===== config.mk =====
export PLATFORM = sky130hd
export DESIGN_NAME = fl_bus_bridge
export DESIGN_NICKNAME = d
export VERILOG_FILES = /design/src/rtl/fl_bridge_pkg.sv /design/src/rtl/fl_byte_fifo.sv /design/src/rtl/fl_bus_regs.sv /design/src/rtl/fl_bus_bridge.sv
export SDC_FILE = /design/constraint.sdc
export NUM_CORES = 1
export LEC_CHECK = 0
export BUFFER_PORTS_ARGS = -buffer_cell sky130_fd_sc_hd__buf_2
export CAP_MARGIN = 20
export CORE_MARGIN = 2
export CORE_UTILIZATION = 24
export DETAILED_ROUTE_END_ITERATION = 16
export MAX_ROUTING_LAYER = met4
export PLACE_DENSITY = 0.47
export SYNTH_ARGS = -nofsm -noshare
export SYNTH_HDL_FRONTEND = slang
export SYNTH_HIERARCHICAL = 1
export SYNTH_SLANG_ARGS = --single-unit

===== constraint.sdc =====
create_clock -name clk -period 7.02 [get_ports clk]
set_input_delay 0 -clock clk [delete_from_list [all_inputs] [get_ports clk]]
set_output_delay 0 -clock clk [all_outputs]
set_load 0.1 [all_outputs]

===== src/rtl/fl_bridge_pkg.sv =====
// Package: shared register offsets, status bit positions and direction codes
// for the framing-unit bus bridge. Assumes a byte-wide status register.
package fl_bridge_pkg;
    typedef enum logic [1:0] {
        REG_DATA   = 2'd0,
        REG_STATUS = 2'd1,
        REG_CONFIG = 2'd2,
        REG_NONE   = 2'd3
    } reg_sel_e;

    localparam int ST_EMPTY = 0;
    localparam int ST_FULL  = 1;
    localparam int ST_OVF   = 2;
    localparam int ST_DIR   = 3;
    localparam int ST_CNT   = 4;

    localparam logic DIR_RX = 1'b0;
    localparam logic DIR_TX = 1'b1;
endpackage


===== src/rtl/fl_byte_fifo.sv =====
// Module: circular byte FIFO of any depth (not only powers of two).
// A pop and a push in the same cycle are both taken even when full.
// A flush overrides both. Assumes the caller gates push/pop by direction.
module fl_byte_fifo #(
    parameter int DEPTH  = 6,
    parameter int BYTE_W = 8,
    localparam int PTR_W = (DEPTH > 1) ? $clog2(DEPTH) : 1,
    localparam int CNT_W = $clog2(DEPTH + 1)
) (
    input  logic              clk,
    input  logic              rst_n,
    input  logic              flush,
    input  logic              push,
    input  logic [BYTE_W-1:0] push_data,
    input  logic              pop,
    output logic [BYTE_W-1:0] head,
    output logic [CNT_W-1:0]  count,
    output logic              empty,
    output logic              full,
    output logic              drop
);
    logic [BYTE_W-1:0] mem [DEPTH];
    logic [PTR_W-1:0]  wr_ptr, rd_ptr;
    logic              push_ok, pop_ok;

    function automatic logic [PTR_W-1:0] ptr_next(input logic [PTR_W-1:0] p);
        return (p == PTR_W'(DEPTH - 1)) ? '0 : p + PTR_W'(1);
    endfunction

    // Acceptance: pop needs data, push needs room or a same-cycle pop.
    always_comb begin
        empty   = (count == '0);
        full    = (count == CNT_W'(DEPTH));
        pop_ok  = pop && !flush && !empty;
        push_ok = push && !flush && (!full || pop_ok);
        drop    = push && !flush && full && !pop_ok;
        head    = mem[rd_ptr];
    end

    // Per-entry storage write, one enable per slot.
    for (genvar i = 0; i < DEPTH; i++) begin : g_slot
        always_ff @(posedge clk) begin
            if (push_ok && wr_ptr == PTR_W'(i))
                mem[i] <= push_data;
        end
    end

    // Pointer and count update with flush taking priority.
    always_ff @(posedge clk) begin
        if (!rst_n || flush) begin
            wr_ptr <= '0;
            rd_ptr <= '0;
            count  <= '0;
        end else begin
            if (push_ok) wr_ptr <= ptr_next(wr_ptr);
            if (pop_ok)  rd_ptr <= ptr_next(rd_ptr);
            case ({push_ok, pop_ok})
                2'b10:   count <= count + CNT_W'(1);
                2'b01:   count <= count - CNT_W'(1);
                default: count <= count;
            endcase
        end
    end

    AST_COUNT_BOUND: assert property (@(posedge clk) disable iff (!rst_n)
        count <= CNT_W'(DEPTH));
    AST_FULL_NO_GROW: assert property (@(posedge clk) disable iff (!rst_n)
        (full && push && !pop && !flush) |=> full);
    AST_FLUSH_EMPTIES: assert property (@(posedge clk) disable iff (!rst_n)
        flush |=> empty);
    AST_EMPTY_POP_HOLD: assert property (@(posedge clk) disable iff (!rst_n)
        (empty && pop && !push && !flush) |=> empty);
endmodule


===== src/rtl/fl_bus_regs.sv =====
// Module: bus register decode for the bridge. Holds the configuration
// byte and the sticky overflow flag. Builds read data and derives the
// data-port push/pop strobes by direction. Reads are combinational.
// Assumes ST_CNT + CNT_W <= BYTE_W.
module fl_bus_regs
    import fl_bridge_pkg::*;
#(
    parameter int BUS_W  = 16,
    parameter int BYTE_W = 8,
    parameter int CNT_W  = 3
) (
    input  logic              clk,
    input  logic              rst_n,
    input  logic              bus_sel,
    input  logic              bus_wr,
    input  logic [1:0]        bus_addr,
    input  logic [BUS_W-1:0]  bus_wdata,
    output logic [BUS_W-1:0]  bus_rdata,
    input  logic [BYTE_W-1:0] fifo_head,
    input  logic [CNT_W-1:0]  fifo_count,
    input  logic              fifo_empty,
    input  logic              fifo_full,
    input  logic              fifo_drop,
    output logic [BYTE_W-1:0] cfg_q,
    output logic              flush,
    output logic              data_push,
    output logic              data_pop
);
    logic              ovf_q;
    logic              dir;
    logic              wr_stat, wr_cfg, ovf_clr;
    logic [BYTE_W-1:0] status_b, rd_byte;

    // Access decode and direction-gated data strobes.
    always_comb begin
        dir       = cfg_q[0];
        wr_stat   = bus_sel && bus_wr && (bus_addr == REG_STATUS);
        wr_cfg    = bus_sel && bus_wr && (bus_addr == REG_CONFIG);
        ovf_clr   = wr_stat && bus_wdata[ST_OVF];
        flush     = wr_cfg && (bus_wdata[0] != dir);
        data_push = bus_sel && bus_wr && (bus_addr == REG_DATA) && (dir == DIR_TX);
        data_pop  = bus_sel && !bus_wr && (bus_addr == REG_DATA) && (dir == DIR_RX);
    end

    // Status byte assembly and read multiplexer.
    always_comb begin
        status_b                  = '0;
        status_b[ST_EMPTY]        = fifo_empty;
        status_b[ST_FULL]         = fifo_full;
        status_b[ST_OVF]          = ovf_q;
        status_b[ST_DIR]          = dir;
        status_b[ST_CNT +: CNT_W] = fifo_count;
        case (bus_addr)
            REG_DATA:   rd_byte = data_pop && !fifo_empty ? fifo_head : '0;
            REG_STATUS: rd_byte = status_b;
            REG_CONFIG: rd_byte = cfg_q;
            default:    rd_byte = '0;
        endcase
        bus_rdata              = '0;
        bus_rdata[BYTE_W-1:0]  = (bus_sel && !bus_wr) ? rd_byte : '0;
    end

    // Configuration register: low byte of any config write.
    always_ff @(posedge clk) begin
        if (!rst_n)      cfg_q <= '0;
        else if (wr_cfg) cfg_q <= bus_wdata[BYTE_W-1:0];
    end

    // Sticky overflow: a drop sets it and wins over a write-one clear.
    always_ff @(posedge clk) begin
        if (!rst_n)         ovf_q <= 1'b0;
        else if (fifo_drop) ovf_q <= 1'b1;
        else if (ovf_clr)   ovf_q <= 1'b0;
    end

    AST_OVF_STICKY: assert property (@(posedge clk) disable iff (!rst_n)
        (ovf_q && !ovf_clr) |=> ovf_q);
    AST_DROP_SETS_OVF: assert property (@(posedge clk) disable iff (!rst_n)
        fifo_drop |=> ovf_q);
endmodule


===== src/rtl/fl_bus_bridge.sv =====
// Module: top of the framing-unit bus bridge. Routes push/pop between the
// control-logic port and the bus port according to the direction bit.
// Exports the fill count and framing parameter bits as sideband.
// Assumes one bus access per cycle.
module fl_bus_bridge
    import fl_bridge_pkg::*;
#(
    parameter int DEPTH  = 6,
    parameter int BUS_W  = 16,
    parameter int BYTE_W = 8,
    localparam int CNT_W = $clog2(DEPTH + 1)
) (
    input  logic              clk,
    input  logic              rst_n,
    input  logic              bus_sel,
    input  logic              bus_wr,
    input  logic [1:0]        bus_addr,
    input  logic [BUS_W-1:0]  bus_wdata,
    output logic [BUS_W-1:0]  bus_rdata,
    input  logic              cu_rx_valid,
    input  logic [BYTE_W-1:0] cu_rx_byte,
    input  logic              cu_tx_pop,
    output logic [BYTE_W-1:0] cu_tx_byte,
    output logic              cu_tx_avail,
    output logic [CNT_W-1:0]  fill_count,
    output logic [BYTE_W-2:0] frame_cfg
);
    logic [BYTE_W-1:0] cfg_q, head, push_data;
    logic              flush, data_push, data_pop;
    logic              f_push, f_pop, f_empty, f_full, f_drop;
    logic              tx_mode;

    // Direction steering of the single shared FIFO.
    always_comb begin
        tx_mode     = (cfg_q[0] == DIR_TX);
        f_push      = tx_mode ? data_push : cu_rx_valid;
        push_data   = tx_mode ? bus_wdata[BYTE_W-1:0] : cu_rx_byte;
        f_pop       = tx_mode ? cu_tx_pop : data_pop;
        cu_tx_avail = tx_mode && !f_empty;
        cu_tx_byte  = cu_tx_avail ? head : '0;
        frame_cfg   = cfg_q[BYTE_W-1:1];
    end

    fl_bus_regs #(.BUS_W(BUS_W), .BYTE_W(BYTE_W), .CNT_W(CNT_W)) u_regs (
        .clk        (clk),
        .rst_n      (rst_n),
        .bus_sel    (bus_sel),
        .bus_wr     (bus_wr),
        .bus_addr   (bus_addr),
        .bus_wdata  (bus_wdata),
        .bus_rdata  (bus_rdata),
        .fifo_head  (head),
        .fifo_count (fill_count),
        .fifo_empty (f_empty),
        .fifo_full  (f_full),
        .fifo_drop  (f_drop),
        .cfg_q      (cfg_q),
        .flush      (flush),
        .data_push  (data_push),
        .data_pop   (data_pop)
    );

    fl_byte_fifo #(.DEPTH(DEPTH), .BYTE_W(BYTE_W)) u_fifo (
        .clk       (clk),
        .rst_n     (rst_n),
        .flush     (flush),
        .push      (f_push),
        .push_data (push_data),
        .pop       (f_pop),
        .head      (head),
        .count     (fill_count),
        .empty     (f_empty),
        .full      (f_full),
        .drop      (f_drop)
    );

    AST_TX_SIDE_QUIET: assert property (@(posedge clk) disable iff (!rst_n)
        (!tx_mode && !cu_rx_valid && !flush && $stable(cfg_q)) |=> (fill_count <= $past(fill_count)));
endmodule


# After elaboration in Yosys (flattened, before gate mapping)
# Memories as Yosys holds them, arrays and structs flattened. A register that Yosys moved wholly into a read port is not among the register bits.
# Index checks and enable logic that the tools add are counted.
[op_classes]
n_bitwise = 1
div_mod_pow = 0
n_lt_le_gt_ge = 0
n_reduce_logical = 42
mux = 41
add_sub_neg = 4
eq_ne = 12
mul = 0
n_shift = 0
[op_table]
columns = ["operator", "n"]
rows = [
  ["2-to-1 mux 8 bit", 9],
  ["OR reduction 8 bit", 5],
  ["2-to-1 mux 3 bit", 9],
  ["logical AND 1 bit", 24],
  ["one-hot mux 8 bit (3 select lines)", 1],
  ["2-to-1 mux 1 bit", 21],
  ["== test 3 bit, second input constant", 4],
  ["adder 3 x 1 -> 3 bit, second input constant", 3],
  ["== test 3 x 2 -> 1 bit, second input constant", 2],
  ["zero test 1 bit", 6],
  ["zero test 3 bit", 2],
  ["one-hot mux 3 bit (2 select lines)", 1],
  ["== test 2 x 1 -> 1 bit, second input constant", 2],
  ["== test 2 bit, second input constant", 2],
  ["nonzero test 2 bit", 2],
  ["== test 3 x 1 -> 1 bit, second input constant", 1],
  ["subtractor 3 x 1 -> 3 bit, second input constant", 1],
  ["zero test 2 bit", 1],
  ["logical OR 1 bit", 2],
  ["!= test 1 bit", 1],
  ["inverter 1 bit", 1],
]
[totals]
latchBits = 0
mem_bits_ro = 0
inputBits = 32
regBits = 18
elab_cells = 106
output_inout_bits = 35
memories = 1
mem_bits_rw = 48
[mem_list]
columns = ["memory", "depth", "width", "rd", "rd_ports_with_merged_regs", "write_ports", "line", "rtl"]
rows = [
  ["u_fifo.mem", 6, 8, 1, 1, 1, "fl_byte_fifo.sv:22", "logic [BYTE_W-1:0] mem [DEPTH];"],
]

# Depth between registers and ports, before layout
[logic_depth]
word_depth = 18
mapped_depth = 11
depth_no_buf = 10

# Modules after synthesis
# The synthesis kept the hierarchy.
[modules_own_cells]
columns = ["mod", "area_per_inst_um2", "n_inst", "cells_each", "seq_area_each_um2"]
rows = [
  ["fl_byte_fifo", 2491.1, 1, 161, 1681.6],
  ["fl_bus_regs", 644.4, 1, 80, 180.2],
  ["fl_bus_bridge", 224.0, 1, 21, 0.0],
]

# Least setup slack after synthesis
# No wires, ideal clock.
[synth_path]
path_kind = "reg-to-output"
start = "register u_fifo.count[2]"
end = "output port bus_rdata[0]"
required_time_ps = 7020
arrival_time_ps = 4091
setup_slack_ps = 2929
path_stages_with_launch = 5
path_buffers = 0
path_cell_list = "dfxtp_1 > nor3_1 > nor4b_1 > a211oi_1 > a211oi_1"
[synth_between]
elab_chain_cells = 6
[synth_rtl]
columns = ["element", "line", "rtl"]
rows = [
  ["start, declared", "fl_byte_fifo.sv:17", "output logic [CNT_W-1:0] count,"],
  ["start signal, assigned", "fl_byte_fifo.sv:58", "2'b10: count <= count + CNT_W'(1);"],
  ["start signal, assigned", "fl_byte_fifo.sv:59", "2'b01: count <= count - CNT_W'(1);"],
  ["start signal, assigned", "fl_byte_fifo.sv:60", "default: count <= count;"],
  ["zero test 3 bit *", "fl_byte_fifo.sv:32", "empty = (count == '0);"],
  ["via f_empty", "fl_bus_bridge.sv:30", "logic f_push, f_pop, f_empty, f_full, f_drop;"],
  ["zero test 1 bit", "fl_bus_regs.sv:54", "REG_DATA: rd_byte = data_pop && !fifo_empty ? fifo_head : '0;"],
  ["logical AND 1 bit", "fl_bus_regs.sv:54", ""],
  ["2-to-1 mux 8 bit", "fl_bus_regs.sv:54", ""],
  ["one-hot mux 8 bit (3 select lines) *", "fl_bus_regs.sv:53", "case (bus_addr)"],
  ["2-to-1 mux 8 bit *", "fl_bus_regs.sv:60", "bus_rdata[BYTE_W-1:0] = (bus_sel && !bus_wr) ? rd_byte : '0;"],
  ["end, declared", "fl_bus_bridge.sv:19", "output logic [BUS_W-1:0] bus_rdata,"],
]
# Mark *: on every way through the listed nets, which the timed path passes. The rest lies on a longest branch.

# Worst setup path in the final report
[layout_path]
start = "register u_regs.cfg_q[0]"
end = "register u_fifo.count[2]"
[layout_between]
elab_chain_cells = 9
elab_cells_between_ends = 18
classes_between = "eq/ne: 3; mux: 3; bitwise: 1; reduce/logical: 11"
[layout_rtl]
columns = ["element", "line", "rtl"]
rows = [
  ["start, declared", "fl_bus_regs.sv:24", "output logic [BYTE_W-1:0] cfg_q,"],
  ["start signal, assigned", "fl_bus_regs.sv:66", "else if (wr_cfg) cfg_q <= bus_wdata[BYTE_W-1:0];"],
  ["!= test 1 bit *", "fl_bus_regs.sv:40", "flush = wr_cfg && (bus_wdata[0] != dir);"],
  ["logical AND 1 bit *", "fl_bus_regs.sv:40", ""],
  ["via flush", "fl_bus_bridge.sv:29", "logic flush, data_push, data_pop;"],
  ["zero test 1 bit", "fl_byte_fifo.sv:34, fl_byte_fifo.sv:35", ""],
  ["logical AND 1 bit (2 in series)", "fl_byte_fifo.sv:34", "pop_ok = pop && !flush && !empty;"],
  ["logical OR 1 bit", "fl_byte_fifo.sv:35", "push_ok = push && !flush && (!full || pop_ok);"],
  ["logical AND 1 bit", "fl_byte_fifo.sv:35", ""],
  ["== test 2 x 1 -> 1 bit or == test 2 bit (tied branches)", "fl_byte_fifo.sv:57", "case ({push_ok, pop_ok})"],
  ["one-hot mux 3 bit (2 select lines) or nonzero test 2 bit (tied branches)", "--", ""],
]
# Marks and branches as above.
# A chain may end at the register's enable or synchronous reset.

==> flow_summary.ini <==
[outcome]
status = finished clean

[routing]
drt-total-wl_um = 7720
wl_met1_um = 3450
ant_nets = 0
wl_met3_um = 442
dr_wl_met2_um = 3730
drcViolationCount = 0
wire_per_inst_um = 15.2
drtIter0Drc = 151
top_layer = met4
num_vias = 2233
viasPerCell = 4.41
drtPass1Iterations = 4

[clocking]
clock-sinks = 69
clockBufferDepth = 2
cts_tree = built
h-tree-depth = 3
clk_latency_ns = 0.33
cts_root_buf = clkbuf_16
clk_pin_slew_ns = 0.06
cts_made_buffers = 9
ctsResizeCount = 0

[power_and_ir_drop]
leakage_uw = 0.00151
p_comb_share_pct = 12.8
power.density_nw_per_um2 = 262
p_sw_uw = 282
power_uw = 1090
peakVddDrop_uv = 82.6
pwr-share-seq_pct = 42.5
clkPwrFrac_pct = 44.7
internal_power_uw = 806
sw_frac_of_total_pct = 25.9

[worst_hold_path]
min_from = rst_n
hp-class = in2reg
whs_path_depth = 2

[global_route]
grt_overflow_total = 0
grt_usage_pct = 11.1
grt_pass1_wl_um = 12000
grt_pass1_vias = 2166
grt_max_degree = 28
antenna_found_initial = 0

[timing]
fmax_mhz = 327
finalSetupViolations = 0
finClkSkew_ns = 0.00741
tightest_slew_ns = 1.07
slew_headroom_pct = 28.6
fin_crit_sh_pct = 43.6
drv_slew = 0
fin_setup_tns_ns = 0
rsz0062_at_grt = no
finalHoldViolCount = 0
period_minus_slack_ns = 3.06

[die]
row_count = 43
core_area_um2 = 13800
die_h_um = 122
io_pins = 67
die_w_um = 122
die-area_um2 = 15000
start_util_pct = 24.4

[place]
place_inst = 482
place.gp.congestion = 0.765
hpwl_um = 5590
port_buffers = 50

[worst_setup_path]
critPathLaunchType = flop
end_kind = flop
worst_ep_required_time_ns = 7.23
critPathLaunch = u_regs/cfg_q[0]
ff2ff_path_depth = 8
critPathKind = reg2reg
reg2reg_from = u_regs/cfg_q[0]
path_max_fanout = 27
crit_arrival_ns = 3.27

[logic_synthesis]
yosysWarnings = 6
syn_inst = 262
synth-seq-area-share_pct = 55.4
synthTopCellsByArea = edfxtp_1, dfxtp_1, mux4_2, mux2_2, mux2i_1
synth_cell_type_count = 57
synth_edf_count = 48
syn_area_um2 = 3360
synthFlopType = edfxtp_1
async_flop_share_pct = 0
syn_avg_cell_area_um2 = 12.8
synth_top_cell_by_area = edfxtp_1
synth_top_cell_area_share_pct = 42.9
synth-seq-cells = 69

[final_layout]
drive_gt1_share_pct = 32.5
num_antenna_cells = 0
nNetsFinal = 355
fillers = 1389
utilization_pct = 30.1
mostFrequentLayoutCells = buf_2, edfxtp_1, dfxtp_1
mostFrequentLayoutCell = buf_2
layout.cells.non_filler = 506
syn_to_final_growth_pct = 23.5

[run]
max_cap_violations = 0
[Yosys cell counts, types with 3 or more instances]
library cell and n:
a21oi_1 13, nand2_1 19, mux4_2 8, nor3_1 5
buf_6 4, nor2b_1 6, o2bb2ai_1 7, buf_2 3
mux2i_1 10, and3_1 3, nand2b_1 3, inv_1 6
mux2_2 9, a21boi_1 8, buf_4 9, dfxtp_1 21
clkbuf_1 6, edfxtp_1 48, and3b_2 4, a22oi_1 6
nor4_1 3, nor2_1 16, and3b_1 4
[registers in the layout, summed over array words and instances, names as in the netlist, named ones only]
| signal | cells |
|---|---|
| u_regs/cfg_q | 8 |
| u_fifo/count | 3 |
| u_fifo/mem | 48 |
| u_fifo/rd_ptr | 3 |
| u_regs/ovf_q | 1 |
| u_fifo/wr_ptr | 3 |
[final cells by class]
class	count	area, µm²	area share [%]
Multi-Input combinational cell	170	1330	32.1
Timing Repair Buffer	65	383	9.23
Tap cell	180	225	5.43
Inverter	6	22.5	0.543
Clock inverter	6	93.8	2.26
Clock buffer	10	229	5.52
Sequential cell	69	1860	44.9
[logic make-up after synthesis]
logic type,count (synthesis),share of synthesized area [%]
simple gates,85,16.1
xor+xnor,2,0.522
other cells,1,0.112
buf+inv,30,5.70
mux,28,11.8
compound gates,45,9.35
flops,69,55.4
fa+ha+maj,2,0.968
[path summary, 6_finish.rpt]
path                                         to  slack [ns]
worst max-delay path            u_fifo/count[2]        3.96
worst min-delay path            u_regs/cfg_q[2]        0.04
worst max register to register  u_fifo/count[2]        3.96
worst min register to register  u_regs/cfg_q[4]        0.47
[worst max-delay path: stages, from the launching register on]
cell     delay (ns)
dfxtp_1        1.02
xnor2_1        0.16
nor2_1         0.57
or3_2          0.25
fa_1           0.15
inv_1          0.05
or4_1          0.49
a21oi_1        0.20
nor3b_2        0.06
[per-stage QoR]
step	area, µm²	hold slack [ns]	worst slack [ns]
after CTS	4150	0.0288	3.98
after detailed placement	3740	0.264	3.98
after floorplan	3390	0.135	2.93
after global routing	4150	0.0397	3.69
final	4150	0.0380	3.96
after global placement	3740	0.259	4.01
[routing by layer]
layer,GRT usage [%],vias up
li1,-,1085
met1,13.4,1077
met2,18.0,62
met3,2.97,9
met4,3.88,0
met5,-,-
[power groups by stage]
stage,logic (µW),registers [µW],clock network (µW)
finish,140,462,486
global route,151,464,512
CTS,141,463,497
detailed placement,137,471,0
global placement,136,470,0
floorplan,94.2,483,0
[what timing repair did]
item	in CTS	in global routing
setup buffers	0	0
endpoints found under the hold margin	8	0
hold buffers	8	0
Note: power is estimated with default switching activity, not from simulation.
